<file path="src/rtl/aud_rx_pkg.sv">
// Package: shared encodings for the serial audio slave receiver.
package aud_rx_pkg;

    // Framing style selected by the fmt_sel input.
    typedef enum logic [1:0] {
        FMT_DELAYED = 2'd0,
        FMT_LEFTJ   = 2'd1,
        FMT_PULSE_S = 2'd2,
        FMT_PULSE_L = 2'd3
    } aud_fmt_e;

    // True for the multi-slot styles, where the frame edge is a rising pulse.
    function automatic logic fmt_is_multislot(input aud_fmt_e f);
        return (f == FMT_PULSE_S) || (f == FMT_PULSE_L);
    endfunction

endpackage

</file>
<file path="src/rtl/aud_rx_sync.sv">
// Module: aud_rx_sync
// Brings a bundle of asynchronous single-bit inputs into the clk domain
// through a chain of STAGES flops per bit. Assumes each bit is independent;
// bits that change together may land one cycle apart.
module aud_rx_sync #(
    parameter int unsigned STAGES = 2,
    parameter int unsigned WIDTH  = 3
) (
    input  logic             clk,
    input  logic             rst_n,
    input  logic [WIDTH-1:0] d_async,
    output logic [WIDTH-1:0] d_sync
);
    logic [WIDTH-1:0] chain [STAGES];

    // First stage: capture the raw input.
    always_ff @(posedge clk) begin
        if (!rst_n) chain[0] <= '0;
        else        chain[0] <= d_async;
    end

    // Remaining stages: one flop per stage, built by generate.
    for (genvar s = 1; s < STAGES; s++) begin : g_stage
        always_ff @(posedge clk) begin
            if (!rst_n) chain[s] <= '0;
            else        chain[s] <= chain[s-1];
        end
    end

    assign d_sync = chain[STAGES-1];
endmodule

</file>
<file path="src/rtl/aud_rx_frame_det.sv">
// Module: aud_rx_frame_det
// Turns the synchronized frame line into slot-boundary events aligned with
// bit ticks. The bit sampled on a tick that carries a boundary is the MSB of
// the new slot. The first tick after reset only records the line level.
// Assumes bit_tick is a single-cycle pulse per bit-clock rising edge.
module aud_rx_frame_det
    import aud_rx_pkg::*;
(
    input  logic     clk,
    input  logic     rst_n,
    input  logic     bit_tick,
    input  logic     ws_bit,
    input  aud_fmt_e fmt,
    output logic     bnd,
    output logic     bnd_fs,
    output logic     bnd_right
);
    logic primed;
    logic ws_prev;
    logic dly_pend;
    logic dly_lvl;
    logic ws_edge;
    logic lvl;

    assign ws_edge = bit_tick && primed && (ws_bit != ws_prev);

    // Track the line level seen on the previous tick and the one-bit delayed event.
    always_ff @(posedge clk) begin
        if (!rst_n) begin
            primed   <= 1'b0;
            ws_prev  <= 1'b0;
            dly_pend <= 1'b0;
            dly_lvl  <= 1'b0;
        end else if (bit_tick) begin
            primed   <= 1'b1;
            ws_prev  <= ws_bit;
            dly_pend <= (fmt == FMT_DELAYED) && ws_edge;
            dly_lvl  <= ws_bit;
        end
    end

    // Select the boundary rule for the current framing style.
    always_comb begin
        bnd = 1'b0;
        lvl = 1'b0;
        unique case (fmt)
            FMT_DELAYED: begin
                bnd = bit_tick && dly_pend;
                lvl = dly_lvl;
            end
            FMT_LEFTJ: begin
                bnd = ws_edge;
                lvl = ws_bit;
            end
            default: begin
                bnd = ws_edge && ws_bit;
                lvl = 1'b0;
            end
        endcase
    end

    assign bnd_fs    = bnd && !lvl;
    assign bnd_right = lvl;

    // in the pulse styles a frame start is only ever raised while the line is high.
    assert_pulse_rise_only_R4: assert property (@(posedge clk) disable iff (!rst_n)
        (fmt_is_multislot(fmt) && bnd) |-> (ws_bit && !ws_prev));

    // a delayed boundary follows a tick on which the line changed.
    assert_delay_one_bit_R2: assert property (@(posedge clk) disable iff (!rst_n)
        (fmt == FMT_DELAYED && bnd) |-> dly_pend);
endmodule

</file>
<file path="src/rtl/aud_rx_slot_cap.sv">
// Module: aud_rx_slot_cap
// Shifts serial bits into slot words, emits one word per finished slot and
// checks frame completeness. Multi-slot styles chain slots back to back up to
// slot_lim. Assumes slot_lim is already clamped to 1..MAX_SLOTS and that the
// width selection does not change inside a frame.
module aud_rx_slot_cap #(
    parameter int unsigned WIDE_W    = 24,
    parameter int unsigned NARROW_W  = 16,
    parameter int unsigned MAX_SLOTS = 6,
    localparam int unsigned IDX_W    = $clog2(MAX_SLOTS),
    localparam int unsigned CNT_W    = $clog2(MAX_SLOTS + 1),
    localparam int unsigned BC_W     = $clog2(WIDE_W + 1)
) (
    input  logic              clk,
    input  logic              rst_n,
    input  logic              bit_tick,
    input  logic              sd_bit,
    input  logic              bnd,
    input  logic              bnd_fs,
    input  logic [IDX_W-1:0]  bnd_slot,
    input  logic              is_multi,
    input  logic              wide,
    input  logic [CNT_W-1:0]  slot_lim,
    output logic              out_valid,
    output logic [WIDE_W-1:0] out_data,
    output logic [IDX_W-1:0]  out_slot,
    output logic              frame_err
);
    logic              synced;
    logic              active;
    logic              auto_next;
    logic [BC_W-1:0]   bitcnt;
    logic [WIDE_W-1:0] shreg;
    logic [IDX_W-1:0]  cur_slot;
    logic [CNT_W-1:0]  words;

    logic [BC_W-1:0]   width_now;
    logic [IDX_W-1:0]  next_slot;
    logic              start_req;
    logic [IDX_W-1:0]  start_slot;
    logic              finish;
    logic [WIDE_W-1:0] shift_val;
    logic              more_slots;

    // Decode the current slot width and the next-slot conditions.
    always_comb begin
        width_now  = wide ? BC_W'(WIDE_W) : BC_W'(NARROW_W);
        next_slot  = cur_slot + 1'b1;
        start_req  = bit_tick && (bnd ? (synced || bnd_fs) : auto_next);
        start_slot = bnd ? bnd_slot : next_slot;
        finish     = bit_tick && !start_req && active && ((bitcnt + 1'b1) == width_now);
        shift_val  = {shreg[WIDE_W-2:0], sd_bit};
        more_slots = ({1'b0, next_slot} < {1'b0, slot_lim});
    end

    // Frame tracking: lock on the first frame start and flag short frames.
    always_ff @(posedge clk) begin
        if (!rst_n) begin
            synced    <= 1'b0;
            frame_err <= 1'b0;
        end else if (bit_tick && bnd && bnd_fs) begin
            synced <= 1'b1;
            if (synced && (words < slot_lim)) frame_err <= 1'b1;
        end
    end

    // Shift engine: open slots, collect bits, and emit finished words.
    always_ff @(posedge clk) begin
        if (!rst_n) begin
            active    <= 1'b0;
            auto_next <= 1'b0;
            bitcnt    <= '0;
            shreg     <= '0;
            cur_slot  <= '0;
            words     <= '0;
            out_valid <= 1'b0;
            out_data  <= '0;
            out_slot  <= '0;
        end else begin
            out_valid <= 1'b0;
            if (bit_tick) auto_next <= 1'b0;
            if (bit_tick && bnd && bnd_fs) words <= '0;
            if (start_req) begin
                active   <= 1'b1;
                bitcnt   <= BC_W'(1);
                shreg    <= WIDE_W'(sd_bit);
                cur_slot <= start_slot;
            end else if (bit_tick && active) begin
                shreg  <= shift_val;
                bitcnt <= bitcnt + 1'b1;
                if (finish) begin
                    active    <= 1'b0;
                    out_valid <= 1'b1;
                    out_data  <= shift_val;
                    out_slot  <= cur_slot;
                    auto_next <= is_multi && more_slots;
                    if (words != CNT_W'(MAX_SLOTS)) words <= words + 1'b1;
                end
            end
        end
    end

    assert_valid_pulse_R8: assert property (@(posedge clk) disable iff (!rst_n)
        out_valid |=> !out_valid);

    assert_err_sticky_R7: assert property (@(posedge clk) disable iff (!rst_n)
        frame_err |=> frame_err);

    assert_slot_in_range_R5: assert property (@(posedge clk) disable iff (!rst_n)
        out_valid |-> ({1'b0, out_slot} < {1'b0, $past(slot_lim)}));

    assert_bitcnt_bound_R6: assert property (@(posedge clk) disable iff (!rst_n)
        active |-> (bitcnt <= width_now));

    assert_narrow_zero_R1: assert property (@(posedge clk) disable iff (!rst_n)
        (out_valid && !wide) |-> (out_data[WIDE_W-1:NARROW_W] == '0));

    assert_no_word_unsynced_R10: assert property (@(posedge clk) disable iff (!rst_n)
        out_valid |-> synced);
endmodule

</file>
<file path="src/rtl/aud_rx_slave.sv">
// Module: aud_rx_slave (top)
// Serial audio slave receiver for four framing styles. It synchronizes the
// external clock, frame and data lines, detects bit-clock rising edges and
// hands bits to the boundary detector and the slot capture engine.
// Assumes clk runs at least four times faster than the external bit clock.
module aud_rx_slave
    import aud_rx_pkg::*;
#(
    parameter int unsigned WIDE_W      = 24,
    parameter int unsigned NARROW_W    = 16,
    parameter int unsigned MAX_SLOTS   = 6,
    parameter int unsigned SYNC_STAGES = 2,
    localparam int unsigned IDX_W      = $clog2(MAX_SLOTS),
    localparam int unsigned CNT_W      = $clog2(MAX_SLOTS + 1)
) (
    input  logic              clk,
    input  logic              rst_n,
    input  logic [1:0]        fmt_sel,
    input  logic              wide_sel,
    input  logic [CNT_W-1:0]  slot_cfg,
    input  logic              sck_in,
    input  logic              ws_in,
    input  logic              sd_in,
    output logic              word_valid,
    output logic [WIDE_W-1:0] word_data,
    output logic [IDX_W-1:0]  word_slot,
    output logic              frame_err
);
    logic [2:0]       line_sync;
    logic             sck_s, ws_s, sd_s;
    logic             sck_d;
    logic             bit_tick;
    aud_fmt_e         fmt;
    logic             is_multi;
    logic [CNT_W-1:0] slot_lim;
    logic             bnd, bnd_fs, bnd_right;

    aud_rx_sync #(.STAGES(SYNC_STAGES), .WIDTH(3)) u_sync (
        .clk     (clk),
        .rst_n   (rst_n),
        .d_async ({sck_in, ws_in, sd_in}),
        .d_sync  (line_sync)
    );

    assign {sck_s, ws_s, sd_s} = line_sync;

    // Delay the synchronized bit clock one cycle to find its rising edge.
    always_ff @(posedge clk) begin
        if (!rst_n) sck_d <= 1'b0;
        else        sck_d <= sck_s;
    end

    assign bit_tick = sck_s && !sck_d;
    assign fmt      = aud_fmt_e'(fmt_sel);
    assign is_multi = fmt_is_multislot(fmt);

    // Clamp the configured slot count; two-channel styles always use two.
    always_comb begin
        if (!is_multi)                          slot_lim = CNT_W'(2);
        else if (slot_cfg == '0)                slot_lim = CNT_W'(1);
        else if (slot_cfg > CNT_W'(MAX_SLOTS))  slot_lim = CNT_W'(MAX_SLOTS);
        else                                    slot_lim = slot_cfg;
    end

    aud_rx_frame_det u_frame (
        .clk       (clk),
        .rst_n     (rst_n),
        .bit_tick  (bit_tick),
        .ws_bit    (ws_s),
        .fmt       (fmt),
        .bnd       (bnd),
        .bnd_fs    (bnd_fs),
        .bnd_right (bnd_right)
    );

    aud_rx_slot_cap #(
        .WIDE_W    (WIDE_W),
        .NARROW_W  (NARROW_W),
        .MAX_SLOTS (MAX_SLOTS)
    ) u_cap (
        .clk       (clk),
        .rst_n     (rst_n),
        .bit_tick  (bit_tick),
        .sd_bit    (sd_s),
        .bnd       (bnd),
        .bnd_fs    (bnd_fs),
        .bnd_slot  (IDX_W'(bnd_right)),
        .is_multi  (is_multi),
        .wide      (wide_sel),
        .slot_lim  (slot_lim),
        .out_valid (word_valid),
        .out_data  (word_data),
        .out_slot  (word_slot),
        .frame_err (frame_err)
    );

    // a bit tick needs a low sample of the bit clock in the previous cycle.
    assert_tick_spacing_R8: assert property (@(posedge clk) disable iff (!rst_n)
        bit_tick |=> !bit_tick);
endmodule

</file>
<file path="config.mk">
export PLATFORM = sky130hd
export DESIGN_NAME = aud_rx_slave
export DESIGN_NICKNAME = d
export VERILOG_FILES = /design/src/rtl/aud_rx_pkg.sv /design/src/rtl/aud_rx_sync.sv /design/src/rtl/aud_rx_frame_det.sv /design/src/rtl/aud_rx_slot_cap.sv /design/src/rtl/aud_rx_slave.sv
export SDC_FILE = /design/constraint.sdc
export NUM_CORES = 1
export LEC_CHECK = 0
export ABC_AREA = 1
export BUFFER_PORTS_ARGS = -buffer_cell sky130_fd_sc_hd__clkbuf_2
export CORE_UTILIZATION = 50
export CTS_CLUSTER_SIZE = 24
export DETAILED_ROUTE_END_ITERATION = 7
export GPL_TIMING_DRIVEN = 0
export PLACE_DENSITY = 0.7
export SYNTH_ARGS = -nofsm -noshare
export SYNTH_HDL_FRONTEND = slang
export SYNTH_SLANG_ARGS = --single-unit
</file>
<file path="constraint.sdc">
create_clock -name clk -period 2.3 [get_ports clk]
set_clock_uncertainty 0.05 [all_clocks]
set_input_delay 0 -clock clk [delete_from_list [all_inputs] [get_ports clk]]
set_output_delay 0 -clock clk [all_outputs]
set_load 0.01 [all_outputs]
</file>
==> results.md, run 1 <==
- Clock Latency Late Sink: 0.35 ns
- Tcrit/Tclk final: 81.75%
- Layout cells sized above 1: 15.76%
- Top sig layer: met4
- CTS HTree Levels: 3
- Crit-path cells: ha_1 -> nand3_1 -> nand2_1 -> nand3_1 -> nor2_1 -> nand2_1 -> inv_2 -> nand2_8 -> buf_6 -> o21ai_1 -> nor2_1
- Req. time, crit path: 2.49 ns
- Core area: 6061 sq um
- TritonCTS sink count: 76
- Worst setup path startpoint: u_cap.bitcnt[0]
- Antenna violations before repair: 0
- Top-level I/O count: 40
- DRC: 0
- Clock transition at path regs: approximately 0.07 ns
- Post-Syn Instances: roughly 440
- Largest net degree at the start of global routing: 13
- Max-slew headroom: 62.37%
- Worst endpoint data arrival time: 2.07 ns
- First-pass DRT Iterations: 5
- CP max stage delay: 0.44 ns
- Reg2reg start: u_cap.bitcnt[0]
- Clk root buf: clkbuf_8
- WP buf/inv: 2
- CP endpoint kind: register
- Synth unique cells: 34
- Num rows: 28
- Setup bufs post-CTS: 0
- GRT overflow: 0
- Cts-stage hold buffer count: 4
- WL met3: 242 um
- Via count: 2769
- Int Pwr: 1.810 mW
- NetSw: 0.5528 mW
- HP Class: input pin to register
- Most frequent cells in the layout: nand2_1, dfxtp_1, nor2_1
- Final Hold Fails: 0
- Total CTS buffers: 9
- Clock Power Share: 38.9%
- Worst vdd ir: 467.2 uV
- RSZ-0062 raised after global routing: no
- Register bit total from synthesis: 76
- Vias per cell: 4.858
- Crit start category: register
- Worst Hold Launch: fmt_sel[1]
- Synthesized cell area: 3212 sq um
- Largest delay share family, worst path: simple AND/OR/NAND/NOR gates
- Final wirelength: 6.393 mm
- Syn Area/Cell: 7.350 sq um
- Post-route ant nets: 0
- Finished Core Util: 61.35%
- Setup slack, reg-to-reg: 0.42 ns
- Initial drt markers: roughly 130
- Final GP Congestion: between 0.7 and 0.8
- Total die area: 6748 sq um
- Max_cap viols: 0
- Yosys warns: 0
- Slew @ Worst Pin: roughly 0.56 ns
- Vias in the first global route: 2423
- Layout Nets: 509
- Met1 wire length: approximately 3.3 mm
- CTS tree: yes
- First-pass GRT wire length: 10.70 mm
- Syn Nets: roughly 460
- PD cells: 635.3 nW/um^2
- Dpl hpwl: between 4 and 5 mm
- Area grow syn2layout: 15.78%
- Tmin final: 1.880 ns
- Sequential share of power: a little under three fifths
- IO Port Bufs: 39
- Die Width: 82.15 um
- Post-synthesis sequential area ratio: 47.37%
- Outcome: finished, final reports clean
- Final Max Slew Viols: 0
- Setup violators final: 0
- Sw Ratio: between 20% and 30%
- Fin Setup TNS: 0 ns
- Die H: 82.15 um
- Leak: 1.725 nW
- WS Path Type: register to register
- Initial Utilization: 52.99%
- Crit Path Max Fanout: 10
- Total GRT Usage: 21.29%
- Antenna Cells: 0
- Commonest non-fill, non-tap cell in the layout: nand2_1
- Post-cts sizing count: 0
- CTS max path bufs: 2
- Slowest library cell on the worst path: dfxtp_1
- Combinational share of power: between 4 and 5%
- Drt wl/cell: around 11 um
- Fmax achieved: 0.5319 GHz
- Metal2 WL: ~2.8 mm
[metal layers]
| metal | track usage (%) | vias up |
|---|---|---|
| li1 | - | 1479 |
| met2 | 31.90 | 45 |
| met4 | 7.719 | 0 |
| met1 | 28.90 | 1239 |
| met5 | 0 | - |
| met3 | 6.264 | 6 |
[path summary, 6_finish.rpt]
kind / to / cells past startpoint
max: u_cap.out_slot[2] / 11
max reg2reg: u_cap.out_slot[2] / 11
min reg2reg: u_sync.chain[1][2] / 2
min: u_frame.dly_pend / 4
[sequential cells by signal, summed over array words and instances (netlist names)]
| signal | flops |
|---|---|
| u_cap.shreg | 23 |
| u_sync.chain | 6 |
| u_cap.out_slot | 3 |
| u_cap.out_valid | 1 |
| u_cap.active | 1 |
| u_cap.bitcnt | 5 |
| u_frame.ws_prev | 1 |
| u_frame.primed | 1 |
| sck_d | 1 |
| u_cap.out_data | 24 |
| u_cap.synced | 1 |
| u_cap.frame_err | 1 |
| u_cap.auto_next | 1 |
| u_cap.words | 3 |
| u_cap.cur_slot | 3 |
| u_frame.dly_pend | 1 |
[synth_stat cells]
cell type | instances | area share [%]
inv_1 | 52 | 6.1
nand3_1 | 13 | 2.0
a31oi_1 | 1 | 0.19
nand2_8 | 1 | 0.62
buf_1 | 1 | 0.12
nor2_1 | 54 | 6.3
or2_2 | 1 | 0.19
a21oi_1 | 36 | 5.6
buf_2 | 2 | 0.31
o22ai_2 | 1 | 0.39
nand3b_1 | 1 | 0.23
xnor2_1 | 1 | 0.27
inv_2 | 1 | 0.12
clkbuf_1 | 9 | 1.1
nand2_1 | 119 | 14
nand3_2 | 1 | 0.31
ha_1 | 7 | 2.7
a21oi_4 | 1 | 0.51
o21a_1 | 1 | 0.23
nand4_2 | 1 | 0.39
o21bai_1 | 1 | 0.23
nand2_2 | 5 | 0.97
o21ai_0 | 3 | 0.47
buf_6 | 5 | 1.8
o21ai_1 | 28 | 4.4
dfxtp_1 | 76 | 47
xor2_1 | 1 | 0.27
nor2_2 | 2 | 0.39
clkinv_2 | 1 | 0.16
and2_1 | 1 | 0.19
nand4_1 | 6 | 1.2
nand2_4 | 1 | 0.35
o211ai_1 | 1 | 0.23
buf_4 | 2 | 0.47
[worst register-to-register path, cell delays in order, from the launching register on]
cell and delay (ns):
dfxtp_1 0.44, ha_1 0.25, nand3_1 0.09, nand2_1 0.07, nand3_1 0.09, nor2_1 0.10, nand2_1 0.10, inv_2 0.13
nand2_8 0.09, buf_6 0.16, o21ai_1 0.15, nor2_1 0.06
[cell families (layout without fill, tap and decap cells)]
| group | Yosys count | count (layout) | synth area share, % |
|---|---|---|---|
| flops | 76 | 76 | 47.37 |
| compound gates | 73 | 73 | 12.23 |
| buf+inv | 73 | 131 | 10.05 |
| simple gates | 206 | 206 | 27.07 |
| xor+xnor | 2 | 2 | 0.5455 |
| fa+ha+maj | 7 | 7 | 2.727 |
[power groups by stage]
| stage | Clock, mW | Sequential, mW | Combinational [mW] |
|---|---|---|---|
| floorplan | 0 | 1.36 | 0.0745 |
| global placement | 0 | 1.36 | 0.104 |
| detailed placement | 0 | 1.36 | 0.107 |
| CTS | 0.938 | 1.33 | 0.113 |
| global route | 1.00 | 1.33 | 0.126 |
| finish | 0.918 | 1.33 | 0.112 |
[metrics by stage]
stage	instances	worst slack, ns	area, sq um	hold WS (ns)	total power [mW]
after CTS	570	0.3934	3719	0.005494	2.383
after global routing	570	0.2347	3719	0.008484	2.461
final	570	0.4198	3719	0.004265	2.362
after floorplan	437	0.6923	3212	0.04763	1.437
after detailed placement	551	0.4240	3501	0.1355	1.470
after global placement	551	0.4791	3501	0.1327	1.467
[area by class of cell]
class	instances	area [sq um]
clock buffer	12	155.1
clock inverter	3	22.52
timing repair buffer	43	235.2
inverter	54	203.9
buffer	19	118.9
fill	576	2342
sequential	76	1521
tap	75	93.84
multi-input combinational	288	1368
Power figures use the tool's default switching activity.
==> inputs of run 2 (changes only) <==
--- a/config.mk
+++ b/config.mk
@@ -11,7 +11,7 @@
 export CTS_CLUSTER_SIZE = 24
 export DETAILED_ROUTE_END_ITERATION = 7
 export GPL_TIMING_DRIVEN = 0
-export PLACE_DENSITY = 0.7
+export PLACE_DENSITY = 0.73
 export SYNTH_ARGS = -nofsm -noshare
 export SYNTH_HDL_FRONTEND = slang
 export SYNTH_SLANG_ARGS = --single-unit
==> constraint.sdc (replaced) <==
create_clock -name clk -period 1.7 [get_ports clk]
set_clock_uncertainty 0.05 [all_clocks]
set_input_delay 0 -clock clk [delete_from_list [all_inputs] [get_ports clk]]
set_output_delay 0 -clock clk [all_outputs]
set_load 0.01 [all_outputs]
==> results.md, run 2 (same netlist as run 1, synthesis figures left out) <==
- Max-slew headroom: around 63%
- Area grow syn2layout: 34.51%
- Design area: between 4000 and 5000 sq um
- WS Path Type: register to register
- Final Max Slew Viols: 0
- Layout cells sized above 1: 29.96%
- Leak: 1.924 nW
- Setup violators final: 30
- Antenna violations before repair: 0
- Post-place instance area: 3501 sq um
- PD cells: 794.6 nW/um^2
- Tmin final: 1.791 ns
- Crit Path Max Fanout: 8
- HP Class: input pin to register
- Met1 wire length: 3.529 mm
- Tcrit/Tclk final: 105.3%
- Finished Core Util: approximately 70%
- Top sig layer: met4
- Clk root buf: clkbuf_8
- First-pass DRT Iterations: 5
- Initial Utilization: 52.99%
- Worst vdd ir: 515.8 uV
- Antenna Cells: 0
- Outcome: finished with violations
- Clock transition at path regs: 0.07 ns
- Num rows: 28
- Via count: around 3000
- Layout Nets: 530
- Post-route ant nets: 0
- Failing checks: setup timing
- Initial drt markers: 224
- Crit start category: register
- Largest regs: u_cap.out_data x24, u_cap.shreg x23, u_sync.chain x6
- DRC: 0
- Worst endpoint data arrival time: 1.97 ns
- Final GP Congestion: 0.8075
- WL met3: 397 um
- Largest register FFs: 24
- IO Port Bufs: 39
- Max_cap viols: 0
- TritonCTS sink count: 76
- Req. time, crit path: between 1.5 and 2 ns
- Worst Hold Launch: slot_cfg[1]
- Top-level I/O count: 40
- Drt wl/cell: around 14 um
- Slew @ Worst Pin: 0.5618 ns
- Dpl hpwl: 4.560 mm
- Final worst setup slack: -0.09087 ns
- Largest net degree at the start of global routing: 12
- Most frequent cells in the layout: nand2_1, dfxtp_1, inv_1, nor2_1, clkbuf_2
- Final wirelength: 7.971 mm
- Hold path depth: 5
- Total CTS buffers: 9
- Vias per cell: 5.160
- Reg2reg start: u_sync.chain[1][1]
- R2r worst-path depth: 12
- Post-Place Worst Slack: -0.1509 ns
- Count of non-filler cells in the finished layout: 589
- First-pass GRT wire length: 11.39 mm
- CTS tree: yes
- Die H: 82.15 um
- Worst setup path startpoint: u_sync.chain[1][1]
- Core area: just over 6000 sq um
- Total GRT Usage: between 20 and 25%
- Largest Register: u_cap.out_data
- Hold Slack: 0.1187 ns
- Die Width: 82.15 um
- RSZ-0062 raised after global routing: yes
- Metal2 WL: roughly 3.9 mm
- CP endpoint kind: register
- Commonest non-fill, non-tap cell in the layout: nand2_1
- Total die area: 6748 sq um
- Clock Latency Late Sink: 0.35 ns
- CTS HTree Levels: 3
- Post-Place Cells: 551
- Final Hold Fails: 0
- Vias in the first global route: 2566
- CTS max path bufs: 2
- Fmax achieved: 0.5584 GHz
- GRT overflow: 0
run 2: layout make-up:
| cell class | instances | area [sq um] |
|---|---|---|
| Buffer | 19 | 162.7 |
| Clock buffer | 10 | 127.6 |
| Clock inverter | 3 | 65.06 |
| Fill cell | 450 | 1740 |
| Inverter | 54 | 212.7 |
| Multi-Input combinational cell | 289 | 1635 |
| Sequential cell | 76 | 1544 |
| Tap cell | 75 | 93.84 |
| Timing Repair Buffer | 63 | 479.2 |
run 2: worst max-delay path, cell delays in order, from the launching register on:
cell and delay, ns:
dfxtp_4 0.37, nand2_2 0.05, nor2_2 0.11, nand2_2 0.08, a21oi_4 0.20, nand2_4 0.10, nand2_4 0.12, nand2_8 0.09
nand2_8 0.15, clkbuf_16 0.17, nand2_2 0.04, o21ai_1 0.08, nor2_1 0.05
run 2: through the flow:
step	total power, mW	TNS (ns)
floorplan	1.944	0
global placement	1.985	-2.701
detailed placement	1.988	-4.645
CTS	3.417	-0.01532
global route	3.538	-4.420
finish	3.433	-1.418
run 2: worst paths after layout:
path                   endpoint  slack (ns)
max           u_cap.out_data[2]       -0.09
min             u_cap.frame_err        0.12
max reg2reg   u_cap.out_data[2]       -0.09
min reg2reg  u_sync.chain[1][1]        0.36
run 2: report_power, final:
| group | total (mW) | internal (mW) | switching, mW | leakage, nW |
|---|---|---|---|---|
| clock | 1.43 | 0.801 | 0.631 | 0.0981 |
| combinational | 0.202 | 0.0791 | 0.123 | 1.21 |
| sequential | 1.80 | 1.79 | 0.0108 | 0.619 |
run 2: metal layers:
metal,up-vias,GRT usage (%)
li1,1526,-
met1,1417,28.90
met2,84,35.70
met3,12,4.615
met4,0,11.05
met5,-,0
run 2: what timing repair did:
| action | CTS | global route |
|---|---|---|
| resized for setup | 23 | 71 |
| endpoints found under the setup margin | 54 | 60 |
| pin swaps | 6 | 20 |
| setup buffers | 6 | 6 |
| cloned | 0 | 7 |
| hold buffers | 6 | 0 |
| hold endpoints to repair | 11 | 0 |
